--- src/rtl/wk_pkg.sv ---
package wk_pkg;
  // Keep-out cycles, rounded up so the window never falls short of real time.
  function automatic longint unsigned win_cycles(longint unsigned clk_hz,
                                                 longint unsigned window_ns);
    longint unsigned prod;
    prod = clk_hz * window_ns;
    return (prod + 64'd999_999_999) / 64'd1_000_000_000;
  endfunction
endpackage

--- src/rtl/wk_sync.sv ---
module wk_sync #(
  parameter int N_WAKE = 4,
  parameter int STAGES = 2
) (
  input  logic              clk,
  input  logic              rst,
  input  logic [N_WAKE-1:0] async_i,
  output logic [N_WAKE-1:0] sync_o
);
  logic [N_WAKE-1:0] chain [STAGES];

  always_ff @(posedge clk) begin
    if (rst) begin
      for (int k = 0; k < STAGES; k++) chain[k] <= '0;
    end else begin
      chain[0] <= async_i;
      for (int k = 1; k < STAGES; k++) chain[k] <= chain[k-1];
    end
  end

  assign sync_o = chain[STAGES-1];
endmodule

--- src/rtl/wk_window_timer.sv ---
module wk_window_timer #(
  parameter int unsigned WIN_CYC = 1200
) (
  input  logic clk,
  input  logic rst,
  input  logic start_i,
  output logic act_next_o,
  output logic act_o
);
  localparam int CW = (WIN_CYC > 1) ? $clog2(WIN_CYC) : 1;
  localparam logic [CW-1:0] LOAD = CW'(WIN_CYC - 1);

  logic [CW-1:0] cnt_q, cnt_d;
  logic          act_q, act_d;

  always_comb begin
    cnt_d = cnt_q;
    act_d = act_q;
    if (start_i) begin
      cnt_d = LOAD;
      act_d = 1'b1;
    end else if (act_q) begin
      if (cnt_q == '0) act_d = 1'b0;
      else             cnt_d = cnt_q - 1'b1;
    end
  end

  always_ff @(posedge clk) begin
    if (rst) begin
      cnt_q <= '0;
      act_q <= 1'b0;
    end else begin
      cnt_q <= cnt_d;
      act_q <= act_d;
    end
  end

  assign act_next_o = act_d;
  assign act_o      = act_q;
endmodule

--- src/rtl/wk_pend_gate.sv ---
module wk_pend_gate #(
  parameter int N_WAKE = 4
) (
  input  logic              clk,
  input  logic              rst,
  input  logic              act_next_i,
  input  logic [N_WAKE-1:0] sync_i,
  input  logic [N_WAKE-1:0] ack_i,
  output logic [N_WAKE-1:0] wake_o
);
  for (genvar n = 0; n < N_WAKE; n++) begin : g_line
    logic held_q, held_d, out_q;

    always_comb held_d = (held_q & ~ack_i[n]) | (act_next_i & sync_i[n]);

    always_ff @(posedge clk) begin
      if (rst) begin
        held_q <= 1'b0;
        out_q  <= 1'b0;
      end else begin
        held_q <= held_d;
        out_q  <= ~act_next_i & (sync_i[n] | held_d);
      end
    end

    assign wake_o[n] = out_q;
  end
endmodule

--- src/rtl/wk_keepout_gate.sv ---
module wk_keepout_gate #(
  parameter int unsigned N_WAKE      = 4,
  parameter int unsigned SYNC_STAGES = 2,
  parameter int unsigned CLK_HZ      = 200_000_000,
  parameter int unsigned KEEPOUT_NS  = 6000
) (
  input  logic              clk,
  input  logic              rst,
  input  logic              start_i,
  input  logic [N_WAKE-1:0] wake_i,
  input  logic [N_WAKE-1:0] ack_i,
  output logic [N_WAKE-1:0] wake_o,
  output logic              keepout_o
);
  localparam int unsigned WIN_CYC =
    int'(wk_pkg::win_cycles(longint'(CLK_HZ), longint'(KEEPOUT_NS)));

  logic [N_WAKE-1:0] wake_sync;
  logic              act_next;

  wk_sync #(.N_WAKE(N_WAKE), .STAGES(SYNC_STAGES)) u_sync (
    .clk(clk), .rst(rst), .async_i(wake_i), .sync_o(wake_sync)
  );

  wk_window_timer #(.WIN_CYC(WIN_CYC)) u_timer (
    .clk(clk), .rst(rst), .start_i(start_i),
    .act_next_o(act_next), .act_o(keepout_o)
  );

  wk_pend_gate #(.N_WAKE(N_WAKE)) u_gate (
    .clk(clk), .rst(rst), .act_next_i(act_next),
    .sync_i(wake_sync), .ack_i(ack_i), .wake_o(wake_o)
  );
endmodule

--- config.mk ---
export PLATFORM = sky130hd
export DESIGN_NAME = wk_keepout_gate
export DESIGN_NICKNAME = d
export VERILOG_FILES = /design/src/rtl/wk_pkg.sv /design/src/rtl/wk_sync.sv /design/src/rtl/wk_window_timer.sv /design/src/rtl/wk_pend_gate.sv /design/src/rtl/wk_keepout_gate.sv
export SDC_FILE = /design/constraint.sdc
export NUM_CORES = 1
export LEC_CHECK = 0
export ABC_AREA = 1
export BUFFER_PORTS_ARGS = -buffer_cell sky130_fd_sc_hd__buf_2
export CAP_MARGIN = 20
export CORE_UTILIZATION = 60
export CTS_BUF_LIST = sky130_fd_sc_hd__clkbuf_2
export DETAILED_ROUTE_END_ITERATION = 7
export PLACE_DENSITY_LB_ADDON = 0.12
export SKIP_LAST_GASP = 1
export SYNTH_ARGS = -nofsm -noshare
export SYNTH_HDL_FRONTEND = slang
export SYNTH_SLANG_ARGS = --single-unit
--- constraint.sdc ---
create_clock -name clk -period 3.4 [get_ports clk]
set_input_delay 0.17 -clock clk [delete_from_list [all_inputs] [get_ports clk]]
set_output_delay 0.17 -clock clk [all_outputs]
set_load 0.01 [all_outputs]
; ---- Yosys cells after proc, flatten, opt, wreduce, memory -nomap -nowiden
; Memory sizes are Yosys's and may differ from the RTL's.
; Cells that the tools add are included.
[word_totals]
ff_bits = 20
ram_bits = 8
inputBits = 11
word_cells = 58
memories = 1
[classes]
n_addsub = 1
n_eq_ne = 1
n_mux = 11
bitwise_logic = 28
reduce_logical = 5
[memory_table]
columns = name, words, word_bits, rd, rd_clocked_by_memory_dff, wr, line
row1 = u_sync.chain, 2, 4, 2, 0, 2, wk_sync.sv:10  ; logic [N_WAKE-1:0] chain [STAGES];
[ops]
columns = op, n
row1 = $mux 11, 3
row2 = $and 1x1->1, 12
row3 = $logic_not 11->1, 1
row4 = $sub 11x1->11 const B, 1
row5 = $or 1x1->1, 10
row6 = $mux 4, 2
row7 = $mux 1, 6
row8 = $not 1->1, 6
row9 = $reduce_and 2->1, 2
row10 = $ne 2x2->1 const B, 1
row11 = $reduce_bool 2->1, 1
row12 = $reduce_or 2->1, 1

; ---- Longest topological paths before layout
; Gate-level depths: netlist (run 1).
[logic_depth]
depth_word = 8
ltp_mapped = 10
mapped_depth_nobuf = 10

; ---- Hierarchy
; Synthesis (run 1) repeated with hierarchy kept, for this count alone.
[hier_totals]
cells_unflattened = 189
hier_area_um2 = 1356.3
[by_module_without_submodules]
columns = module, instances, cells_per_inst, area_each_um2, seq_area_each_um2
row1 = wk_window_timer, 1, 121, 790.8, 240.2
row2 = wk_pend_gate, 1, 39, 304.0, 160.2
row3 = wk_sync, 1, 29, 261.5, 160.2

; ---- Least setup slack after synthesis (run 1)
; No wires, ideal clock.
[synth_path]
kind = reg2reg
start = register u_timer.cnt_q[0]
end = register u_timer.cnt_q[1]
setup_ns = 0.128
arrival_ns = 1.207
required_ns = 3.272
path_slack_ns = 2.065
stages_incl_launch_ff = 11
synth_period_minus_slack_ns = 1.335
cell_sequence = dfxtp_1 inv_1 ha_1 nand2_2 nor2_4 nand2_4 nand2_8 inv_4 nor2_2 nor2_1 nor2_1
[synth_via]
elab_chain_cells = 4
elab_cells_between_ends = 7
cone_classes = 1 x add/sub / 1 x eq/ne / 3 x mux / 2 x reduce/logical
[synth_lines]
columns = element, line
row1 = "start, declared", wk_window_timer.sv:13  ; logic [CW-1:0] cnt_q, cnt_d;
row2 = "start signal, assigned", wk_window_timer.sv:33  ; cnt_q <= cnt_d;
row3 = $sub 11x1->11, wk_window_timer.sv:24  ; else cnt_d = cnt_q - 1'b1;
row4 = $mux 11, wk_window_timer.sv:23  ; if (cnt_q == '0) act_d = 1'b0;
row5 = $mux 11, wk_window_timer.sv:22  ; end else if (act_q) begin
row6 = $mux 11, wk_window_timer.sv:19  ; if (start_i) begin
; Parallel ways exist; a longest one is shown, timed or not. The select of a mux whose other input is x is not followed.
; A chain may end at the register's enable or synchronous reset.

; ---- Worst setup path after layout (run 1)
[layout_path]
start = register u_timer.cnt_q[0]
end = register u_timer.cnt_q[3]
; The elaborated chain is that of the path after synthesis.

==> parameters.txt, run 1 <==
Parameter                              Value

Clock network
  Clk buf depth    2
  Post-cts hold buffer count    4
  Post-CTS Setup Repair Bufs    0
  TritonCTS clock tree    done
  CTS H-tree lvls    1
  CTS root buf    clkbuf_2
  Cts repair resizes    0
  Clock latency of the later-clocked register in the worst-skew pair    roughly 0.36 ns
  Number of buffers created by CTS    3
  Clock transition time at the flip-flop clock pins of the worst setup and hold paths    roughly 0.27 ns
  TritonCTS sink count    28

Critical path
  Crit path to    u_timer.cnt_q[3]$_SDFFE_PP0P_
  Worst path arrival time    roughly 1.8 ns
  Slowest cell on crit path    dfxtp_1
  Worst EP required    roughly 3.7 ns
  Worst flop-to-flop path endpoint    u_timer.cnt_q[3]$_SDFFE_PP0P_
  Highest fanout seen on the critical path    10
  Crit-path cells    inv_1 -> ha_1 -> nand2_2 -> nor2_4 -> nand2_4 -> nand2_8 -> nand2_4 -> nor2_2 -> nor2_1 -> nor2_1
  Critical path type    reg2reg
  Setup slack, reg-to-reg    1.86 ns
  Setup crit start kind    flop
  Startpoint of the most critical register-to-register path    u_timer.cnt_q[0]$_SDFFE_PP0P_
  Worst Setup SP    u_timer.cnt_q[0]$_SDFFE_PP0P_
  FF-to-FF path depth    10
  Endpoint type of the worst setup path    flop
  Highest cell delay on the worst timing path    approximately 0.45 ns

Yosys
  Number of distinct library cells after synthesis    26
  Synth Register Bits    28
  Post-synthesis cell count    177
  Share of the yosys chip area belonging to registers    ~43%
  Warning count from the yosys run    0
  Cell area after technology mapping    around 0.0013 mm2
  Average cell area after synthesis    between 7 and 8 um2
  Synthesized netlist net count    190

Placement
  IO Port Bufs    15
  Weighted congestion at the end of routability-driven global placement    0.947
  Post-detail-place hpwl    approximately 1600 um

Pwr
  Peak supply drop    approximately 0.31 mV
  Power Density    459 mW/mm2
  Internal Pwr Total    485 uW
  Net Sw Frac    between 20% and 30%
  LEAKAGE    slightly below 0.7 nW
  Sw Pwr    roughly 180 uW
  Proportion of power drawn by combinational gates    between 10% and 20%
  Sequential cell fraction of total power    a little over half
  Clock group share of total power    a little under a third

GRT
  First-pass GRT wire length    roughly 4000 um
  Grt ovf    0
  Number of antenna violations at the first check in global routing    0
  Pin count of the biggest net entering global routing    20
  Vias in the first global route    roughly 960
  Global-route usage over all layers    about 22%

Timing
  Setup TNS    0 ns
  Final count of pins violating max slew    0
  Relative slew slack    roughly 71%
  Fmax    650 MHz
  Transition time at the pin with the least slew margin    roughly 0.44 ns
  Final Hold Vio Count    0
  Setup repair after global routing missed its margin    no
  Final critical path time including I/O delays and setup    around 1.5 ns
  Final Skew    slightly above 0.006 ns
  Part of the cycle the worst path needs    between 40% and 50%
  Hold slack    between 0.03 and 0.04 ns
  Final setup violating endpoints    0

Final layout
  Area Overhead vs Synth    11.7%
  Most common cell after layout, fill and taps aside    nand2_1
  Fraction of layout cells with a size suffix above 1    16.1%
  Antenna fix cells    0
  Leading cell types in the layout, fill and taps excluded    35 x nand2_1, 29 x inv_1, 28 x dfxtp_1
  Layout Nets    between 200 and 250

Die
  Initial core utilization    65.0%
  Placeable core area    ~0.0020 mm2
  Horizontal die dimension    between 40 and 50 um
  Standard-cell row count    16
  Height of the die    between 40 and 50 um
  Die area    0.00234 mm2
  I/O pins    16

Routing
  Iter 0 DRT Violations    21
  Total number of vias    around 1.1k
  Initial DRT Pass Iterations    4
  Total detailed-routing wirelength    2350 um
  Routed WL per cell    between 10 and 15 um
  Drc violations    0
  Number of nets with antenna violations after routing    0
  Routed via count divided by cell count    ~4.8

Hold path
  Startpoint of the tightest hold check path    ack_i[3]
  Worst hold path type    in2reg

Run
  Number of max-capacitance violations reported    0

Status
  Run status    finished clean
-- sequential cells by signal, indices dropped and copies added, names as in the netlist --
register,cells
u_timer.cnt_q,11
u_sync.chain,8
u_gate.g_line.held_q,4
u_gate.g_line.out_q,4
u_timer.act_o,1
-- cell usage after synthesis --
library cell / number / share of area [%]
nand2_1: 35 / 10
nand3_1: 11 / 4.3
nand2_4: 2 / 1.7
a31oi_1: 2 / 0.97
nand4_1: 5 / 2.4
buf_4: 4 / 2.3
inv_1: 29 / 8.4
buf_1: 1 / 0.29
nand2_8: 1 / 1.6
a21oi_1: 10 / 3.9
o22ai_1: 2 / 0.97
dfxtp_1: 28 / 43
o21ai_0: 2 / 0.78
inv_4: 1 / 0.49
a21oi_2: 1 / 0.68
nor3_2: 1 / 0.78
ha_1: 2 / 1.9
clkbuf_1: 1 / 0.29
nor2_4: 1 / 0.87
nand2_2: 1 / 0.49
nand3b_1: 1 / 0.58
nor2_1: 27 / 7.9
nor2_2: 4 / 1.9
buf_2: 1 / 0.39
xor2_1: 3 / 2.0
clkinv_1: 1 / 0.29
-- worst min path at each step --
| stage | cells after the start | to | slack (ns) |
|---|---|---|---|
| floorplan | 2 | u_sync.chain[0][0]$_SDFF_PP0_ | 0.28 |
| global placement | 3 | u_sync.chain[0][0]$_SDFF_PP0_ | 0.37 |
| detailed placement | 3 | u_sync.chain[0][2]$_SDFF_PP0_ | 0.38 |
| CTS | 4 | u_gate.g_line[3].held_q$_SDFF_PP0_ | 0.03 |
| global route | 4 | u_gate.g_line[0].held_q$_SDFF_PP0_ | 0.03 |
| finish | 4 | u_gate.g_line[3].held_q$_SDFF_PP0_ | 0.03 |
-- layout make-up --
type	count	area, um2
clock buffer	3	15.0
clock inverter	1	30.0
fill	161	542
inverter	31	119
multi-input combinational	111	567
sequential	28	561
tap	27	33.8
timing repair buffer	19	115
-- power groups by stage --
stage               registers (mW)  clock network, mW  logic [mW]
CTS                          0.358              0.201       0.102
detailed placement           0.364                  0      0.0978
global placement             0.364                  0      0.0962
global route                 0.361              0.214       0.117
finish                       0.358              0.200       0.103
floorplan                    0.360                  0      0.0801
-- worst max-delay path, delay by kind of cell, from the launching register on --
kind,cells,cell delay (ns)
adder cells (fa/ha/maj),1,0.25
AND/OR/NAND/NOR,8,0.65
buffers and inverters,1,0.12
flip-flops,1,0.45
-- per-stage QoR --
stage | power (mW) | utilization (%) | std cells | setup WS, ns | area [um2]
3_3_place_gp | 0.460 | 68.4 | 212 | 1.96 | 1360
4_1_cts | 0.661 | 72.7 | 220 | 1.86 | 1440
2_1_floorplan | 0.440 | - | 177 | 2.07 | 1290
5_1_grt | 0.692 | 72.7 | 220 | 1.71 | 1440
6_report | 0.661 | 72.7 | 220 | 1.86 | 1440
3_5_place_dp | 0.462 | 68.4 | 212 | 1.90 | 1360
-- cells by family (layout without fill, tap and decap cells) --
kind of cell	count (synthesis)	count (layout)	share of synthesized area, %
adder cells (fa/ha/maj)	2	2	1.94
AO/OA/AOI/OAI	17	17	7.28
XOR/XNOR	3	3	2.04
AND/OR/NAND/NOR	89	89	32.7
flip-flops	28	28	43.5
buffers and inverters	38	54	12.5
-- layer usage --
metal	routed length [um]	GRT usage [%]	share of wire, %	vias to the layer above
met5	0	0	0	-
met4	14	4.90	0.60	0
met3	107	1.89	4.6	2
met2	1090	37.6	47	33
met1	1130	28.9	48	448
li1	-	-	-	572
Power figures use the tool's default switching activity.
==> run 2, diff against run 1 <==
- CORE_UTILIZATION: 60 -> 59
- clock period: 3.4 -> 1.5 ns (I/O delays scaled with it)
==> run 2 against run 1 <==
Against the previous run: via count rose by 8.9%; clock-buffer cell count did not move; non-clock buffer count rose by 8.
==> parameters.txt, run 2 (synthesis results as in run 1) <==
Parameter                              Value

Final layout
  Antenna fix cells    0
  Area of the multi-input gates    about 600 um2
  Final std cells w/o fill    229
  Area Overhead vs Synth    21.3%
  Leading cell types in the layout, fill and taps excluded    33 x nand2_1, 27 x inv_1, 26 x nor2_1
  Most common cell after layout, fill and taps aside    nand2_1
  Sequential cell area in the final layout    569 um2
  Fin util    78.1%
  Max reg flops    11
  Top Registers    u_timer.cnt_q x11, u_sync.chain x8
  Design Area, Final    ~0.0016 mm2
  Fraction of layout cells with a size suffix above 1    about a fifth
  FILL cells    145
  Layout Nets    216
  Largest Register    u_timer.cnt_q

Placement
  Instance area after placement    about 0.0014 mm2
  Placed instance count    between 200 and 250
  IO Port Bufs    15
  Weighted congestion at the end of routability-driven global placement    slightly above 0.8
  Post-detail-place hpwl    1720 um

Die
  I/O pins    16
  Horizontal die dimension    ~49 um
  Height of the die    around 50 um
  Die area    approximately 0.0024 mm2
  Initial core utilization    64.4%
  Placeable core area    0.00200 mm2
  Standard-cell row count    16

Timing
  Relative slew slack    about two thirds
  Hold slack    about 0.025 ns
  Final critical path time including I/O delays and setup    roughly 1.5 ns
  Setup repair after global routing missed its margin    yes
  Setup TNS    0 ns
  Final Hold Vio Count    0
  Final setup violating endpoints    0
  Part of the cycle the worst path needs    a little over nine tenths
  Transition time at the pin with the least slew margin    ~0.5 ns
  Fmax    approximately 670 MHz
  Final count of pins violating max slew    0
  Final Skew    0.0130 ns

Routing
  Initial DRT Pass Iterations    4
  Routed via count divided by cell count    roughly 5
  Iter 0 DRT Violations    48
  Number of nets with antenna violations after routing    0
  Total detailed-routing wirelength    around 2700 um
  Routed WL per cell    between 10 and 15 um
  Total number of vias    between 1k and 1.5k
  Drc violations    0

Critical path
  Setup crit start kind    flop
  Worst EP required    1.82 ns
  Critical path type    reg2reg
  Worst flop-to-flop path endpoint    u_timer.cnt_q[1]$_SDFFE_PP0P_
  Worst path arrival time    1.80 ns
  Crit-path cells    nor2_2 -> nand2_2 -> nor2_4 -> nand2_4 -> nand2_8 -> o21ai_0 -> nor2_1 -> nor2_1
  Most prevalent standard cell on the critical path    nor2_1
  Highest fanout seen on the critical path    8
  Setup slack, reg-to-reg    ~0.017 ns
  FF-to-FF path depth    8
  Slowest cell on crit path    dfxtp_1
  Highest cell delay on the worst timing path    around 0.43 ns
  Startpoint of the most critical register-to-register path    u_timer.cnt_q[2]$_SDFFE_PP0P_
  Endpoint type of the worst setup path    flop

Clock network
  TritonCTS sink count    28
  Clock transition time at the flip-flop clock pins of the worst setup and hold paths    about 0.27 ns
  CTS H-tree lvls    1
  CTS root buf    clkbuf_2
  Clk buf depth    2
  Clock latency of the later-clocked register in the worst-skew pair    approximately 0.38 ns
  Number of buffers created by CTS    3
  TritonCTS clock tree    done

GRT
  Number of antenna violations at the first check in global routing    0
  Global-route usage over all layers    23.6%
  First-pass GRT wire length    roughly 4300 um
  Grt ovf    0
  Pin count of the biggest net entering global routing    17
  Vias in the first global route    ~1.0k

Pwr
  Peak supply drop    slightly below 1 mV
  Power Density    around 990 mW/mm2
  LEAKAGE    roughly 0.73 nW

Run
  Number of max-capacitance violations reported    0

Hold path
  Depth of the worst hold-timing path    4
  Worst hold path type    in2reg
  Startpoint of the tightest hold check path    start_i
  Hold endpoint    u_timer.cnt_q[6]$_SDFFE_PP0P_

Status
  Run status    finished clean
## run 2: cell count changes in the layout (fill, tap and decap cells not counted), sizes merged
cell	before	now
dlygate4sd3	4	10
nand2	39	40
buf	15	17
## run 2: layer usage
metal | up-vias | GRT usage [%] | share of wire [%]
met4 | 0 | 7.35 | 0.80
met5 | - | 0 | 0
met3 | 4 | 3.77 | 5.0
li1 | 593 | - | -
met1 | 509 | 29.9 | 44
met2 | 43 | 41.0 | 50
## run 2: what timing repair did
action	in CTS	in global routing
setup endpoints to repair	2	20
resized for setup	1	13
hold buffers	10	0
setup buffers	0	1
gates cloned	0	1
endpoints found under the hold margin	16	0
pin swaps	0	2
## run 2: layout make-up
cell class                      instances  area share, %
Multi-Input combinational cell        112           38.6
Clock buffer                            3          0.961
Sequential cell                        28           36.4
Timing Repair Buffer                   27           12.2
Inverter                               31           7.77
Clock inverter                          1           1.92
Tap cell                               27           2.16
## run 2: worst max-delay path by stage
| stage | to | from | slack, ns | cells after the start |
|---|---|---|---|---|
| floorplan | u_timer.cnt_q[1]$_SDFFE_PP0P_ | u_timer.cnt_q[0]$_SDFFE_PP0P_ | 0.17 | 10 |
| CTS | u_gate.g_line[1].held_q$_SDFF_PP0_ | u_timer.cnt_q[0]$_SDFFE_PP0P_ | 0.004 | 9 |
| finish | u_timer.cnt_q[1]$_SDFFE_PP0P_ | u_timer.cnt_q[2]$_SDFFE_PP0P_ | 0.02 | 8 |
| detailed placement | u_gate.g_line[1].held_q$_SDFF_PP0_ | u_timer.cnt_q[0]$_SDFFE_PP0P_ | 0.04 | 9 |
| global placement | u_gate.g_line[1].held_q$_SDFF_PP0_ | u_timer.cnt_q[0]$_SDFFE_PP0P_ | 0.06 | 9 |
| global route | u_timer.cnt_q[1]$_SDFFE_PP0P_ | u_timer.cnt_q[2]$_SDFFE_PP0P_ | -0.05 | 8 |
## run 2: worst max-delay path, delay by kind of cell, from the launching register on
| kind | cells | cell delay (ns) |
|---|---|---|
| AND/OR/NAND/NOR | 7 | 0.88 |
| flip-flops | 1 | 0.43 |
| AO/OA/AOI/OAI | 1 | 0.10 |
## run 2: stage by stage
stage	setup slack, ns	power [mW]
after floorplan	0.165	0.997
after global placement	0.0632	1.04
after detailed placement	0.0393	1.05
after CTS	0.00406	1.52
after global routing	-0.0545	1.62
final	0.0174	1.55
## run 2: report_power, final
group          total [mW]  internal, mW  switching, mW
Clock               0.459         0.229          0.230
Combinational       0.274         0.111          0.163
Sequential          0.816         0.782         0.0343
==> run 3, diff against run 2 <==
- clock period: 1.5 -> 1.7 ns (I/O delays scaled with it)
==> run 3 against run 2 <==
Against the previous run: die area stayed put; register-to-register slack better by 0.15 ns; sequential share of layout area is 1.4 points higher; sequential power is 12% lower; cell count is 2.2% lower; maximum frequency is 3.2% lower; critical path depth is 1 lower; clock skew is 0.0098 ns lower; clock-buffer cell count stayed put; wire length is 14% lower; combinational power is 23% lower; design area is 5.3% lower.
==> parameters.txt, run 3 (synthesis results as in run 1) <==
Parameter                              Value

Die
  Placeable core area    between 0.002 and 0.0025 mm2
  Die area    about 0.0024 mm2
  Standard-cell row count    16
  Initial core utilization    between 60% and 70%
  I/O pins    16
  Horizontal die dimension    just under 50 um
  Height of the die    approximately 50 um

Clock network
  CTS root buf    clkbuf_2
  Clock transition time at the flip-flop clock pins of the worst setup and hold paths    ~0.25 ns
  TritonCTS sink count    28
  Post-CTS Setup Repair Bufs    0
  Clk buf depth    2
  CTS H-tree lvls    1
  Cts repair resizes    0
  TritonCTS clock tree    done
  Number of buffers created by CTS    3
  Clock latency of the later-clocked register in the worst-skew pair    between 0.3 and 0.4 ns

Placement
  Post-detail-place hpwl    between 1500 and 2000 um
  IO Port Bufs    15
  Pre-CTS WS    approximately 0.22 ns
  Weighted congestion at the end of routability-driven global placement    approximately 0.83

Critical path
  Startpoint of the most critical register-to-register path    u_timer.cnt_q[0]$_SDFFE_PP0P_
  FF-to-FF path depth    7
  Critical path type    reg2reg
  Worst path arrival time    1.81 ns
  Slowest cell on crit path    dfxtp_1
  Setup slack, reg-to-reg    between 0.15 and 0.2 ns
  Setup crit start kind    flop
  Worst flop-to-flop path endpoint    u_timer.cnt_q[10]$_SDFFE_PP0P_
  Worst EP required    ~2.0 ns
  Highest fanout seen on the critical path    5
  Crit-path cells    inv_1 -> ha_1 -> nand2_1 -> nor2_2 -> nand4_1 -> a21oi_1 -> nor2_1
  Endpoint type of the worst setup path    flop
  Highest cell delay on the worst timing path    roughly 0.4 ns

Hold path
  Startpoint of the tightest hold check path    start_i
  Depth of the worst hold-timing path    4
  Worst hold path type    in2reg
  Hold endpoint    u_timer.cnt_q[6]$_SDFFE_PP0P_

GRT
  Global-route usage over all layers    between 20% and 30%
  Pin count of the biggest net entering global routing    20
  Number of antenna violations at the first check in global routing    0
  Grt ovf    0
  Vias in the first global route    966
  First-pass GRT wire length    about 4300 um

Timing
  Setup TNS    0 ns
  Final critical path time including I/O delays and setup    around 1.5 ns
  Post-layout worst setup margin    about 0.17 ns
  Setup repair after global routing missed its margin    no
  Transition time at the pin with the least slew margin    between 0.4 and 0.5 ns
  Final setup violating endpoints    0
  Fmax    653 MHz
  Final Hold Vio Count    0
  Final Skew    approximately 0.0032 ns
  Relative slew slack    roughly 72%
  Final count of pins violating max slew    0
  Part of the cycle the worst path needs    90.1%

Final layout
  Largest Register    u_timer.cnt_q
  Top Registers    u_timer.cnt_q x11, u_sync.chain x8
  Antenna fix cells    0
  Fin util    around 74%
  Most common cell after layout, fill and taps aside    nand2_1
  Layout Nets    around 210
  Leading cell types in the layout, fill and taps excluded    35 x nand2_1, 29 x inv_1, 28 x dfxtp_1
  Fraction of layout cells with a size suffix above 1    ~16%
  Area Overhead vs Synth    14.9%
  Max reg flops    11

Routing
  Routed WL per cell    between 10 and 15 um
  Iter 0 DRT Violations    48
  Initial DRT Pass Iterations    4
  Drc violations    0
  Total detailed-routing wirelength    approximately 2400 um
  Number of nets with antenna violations after routing    0
  Routed via count divided by cell count    4.92
  Total number of vias    approximately 1.1k

Run
  Number of max-capacitance violations reported    0

Pwr
  Power Density    893 mW/mm2
  Peak supply drop    around 0.69 mV
  LEAKAGE    0.705 nW

Status
  Run status    finished clean
==> run 3: cell count changes in the layout (fill, tap and decap cells not counted), sizes merged <==
cell	delta
nand2	-1
dlygate4sd3	-2
buf	-2
==> run 3: routing by layer <==
metal	share of wire, %	up-vias	GRT usage (%)
li1	-	583	-
met1	49	475	32.9
met2	44	41	36.3
met3	6.2	4	3.77
met4	1.1	0	7.35
met5	0	-	0
==> run 3: worst max path at each step <==
stage | start | slack, ns | endpoint | cells after the start
after floorplan | u_timer.cnt_q[0]$_SDFFE_PP0P_ | 0.37 | u_timer.cnt_q[1]$_SDFFE_PP0P_ | 10
after global placement | u_timer.cnt_q[0]$_SDFFE_PP0P_ | 0.26 | u_gate.g_line[1].held_q$_SDFF_PP0_ | 9
after detailed placement | u_timer.cnt_q[0]$_SDFFE_PP0P_ | 0.22 | u_gate.g_line[1].held_q$_SDFF_PP0_ | 9
after CTS | u_timer.cnt_q[0]$_SDFFE_PP0P_ | 0.16 | u_gate.g_line[1].held_q$_SDFF_PP0_ | 9
after global routing | u_timer.cnt_q[0]$_SDFFE_PP0P_ | 0.02 | u_timer.cnt_q[10]$_SDFFE_PP0P_ | 7
final | u_timer.cnt_q[0]$_SDFFE_PP0P_ | 0.17 | u_timer.cnt_q[10]$_SDFFE_PP0P_ | 7
==> run 3: layout make-up <==
| class | count | area (um2) |
|---|---|---|
| flip-flops and latches | 28 | 561 |
| multi-input cells | 111 | 567 |
| clock buffers | 3 | 15.0 |
| repair buffers | 23 | 155 |
| fillers | 160 | 522 |
| clock inverters | 1 | 30.0 |
| inverters | 31 | 119 |
| well taps | 27 | 33.8 |
==> run 3: timing repair <==
action / CTS / global route
hold buffers: 8 / 0
setup endpoints to repair: 0 / 0
hold endpoints to repair: 10 / 0
==> run 3: per-stage QoR <==
stage	std cells	hold slack, ns	power (mW)	instance area (um2)
finish	224	0.0495	1.32	1480
global placement	212	0.284	0.920	1360
floorplan	177	0.192	0.879	1290
detailed placement	212	0.293	0.923	1360
CTS	224	0.0237	1.33	1480
global route	224	0.0374	1.39	1480
==> run 3: worst max-delay path, delay by kind of cell (launching register included) <==
kind | cells | cell delay (ns)
compound gates | 1 | 0.17
fa+ha+maj | 1 | 0.23
buf+inv | 1 | 0.15
flops | 1 | 0.40
simple gates | 4 | 0.51
==> run 3: where the power goes <==
group	switching, mW	leakage, nW	internal [mW]	total [mW]
Clock	0.191	0.0266	0.202	0.394
Sequential	0.0269	0.230	0.690	0.717
Combinational	0.127	0.448	0.0840	0.212
Total	0.346	0.705	0.976	1.32
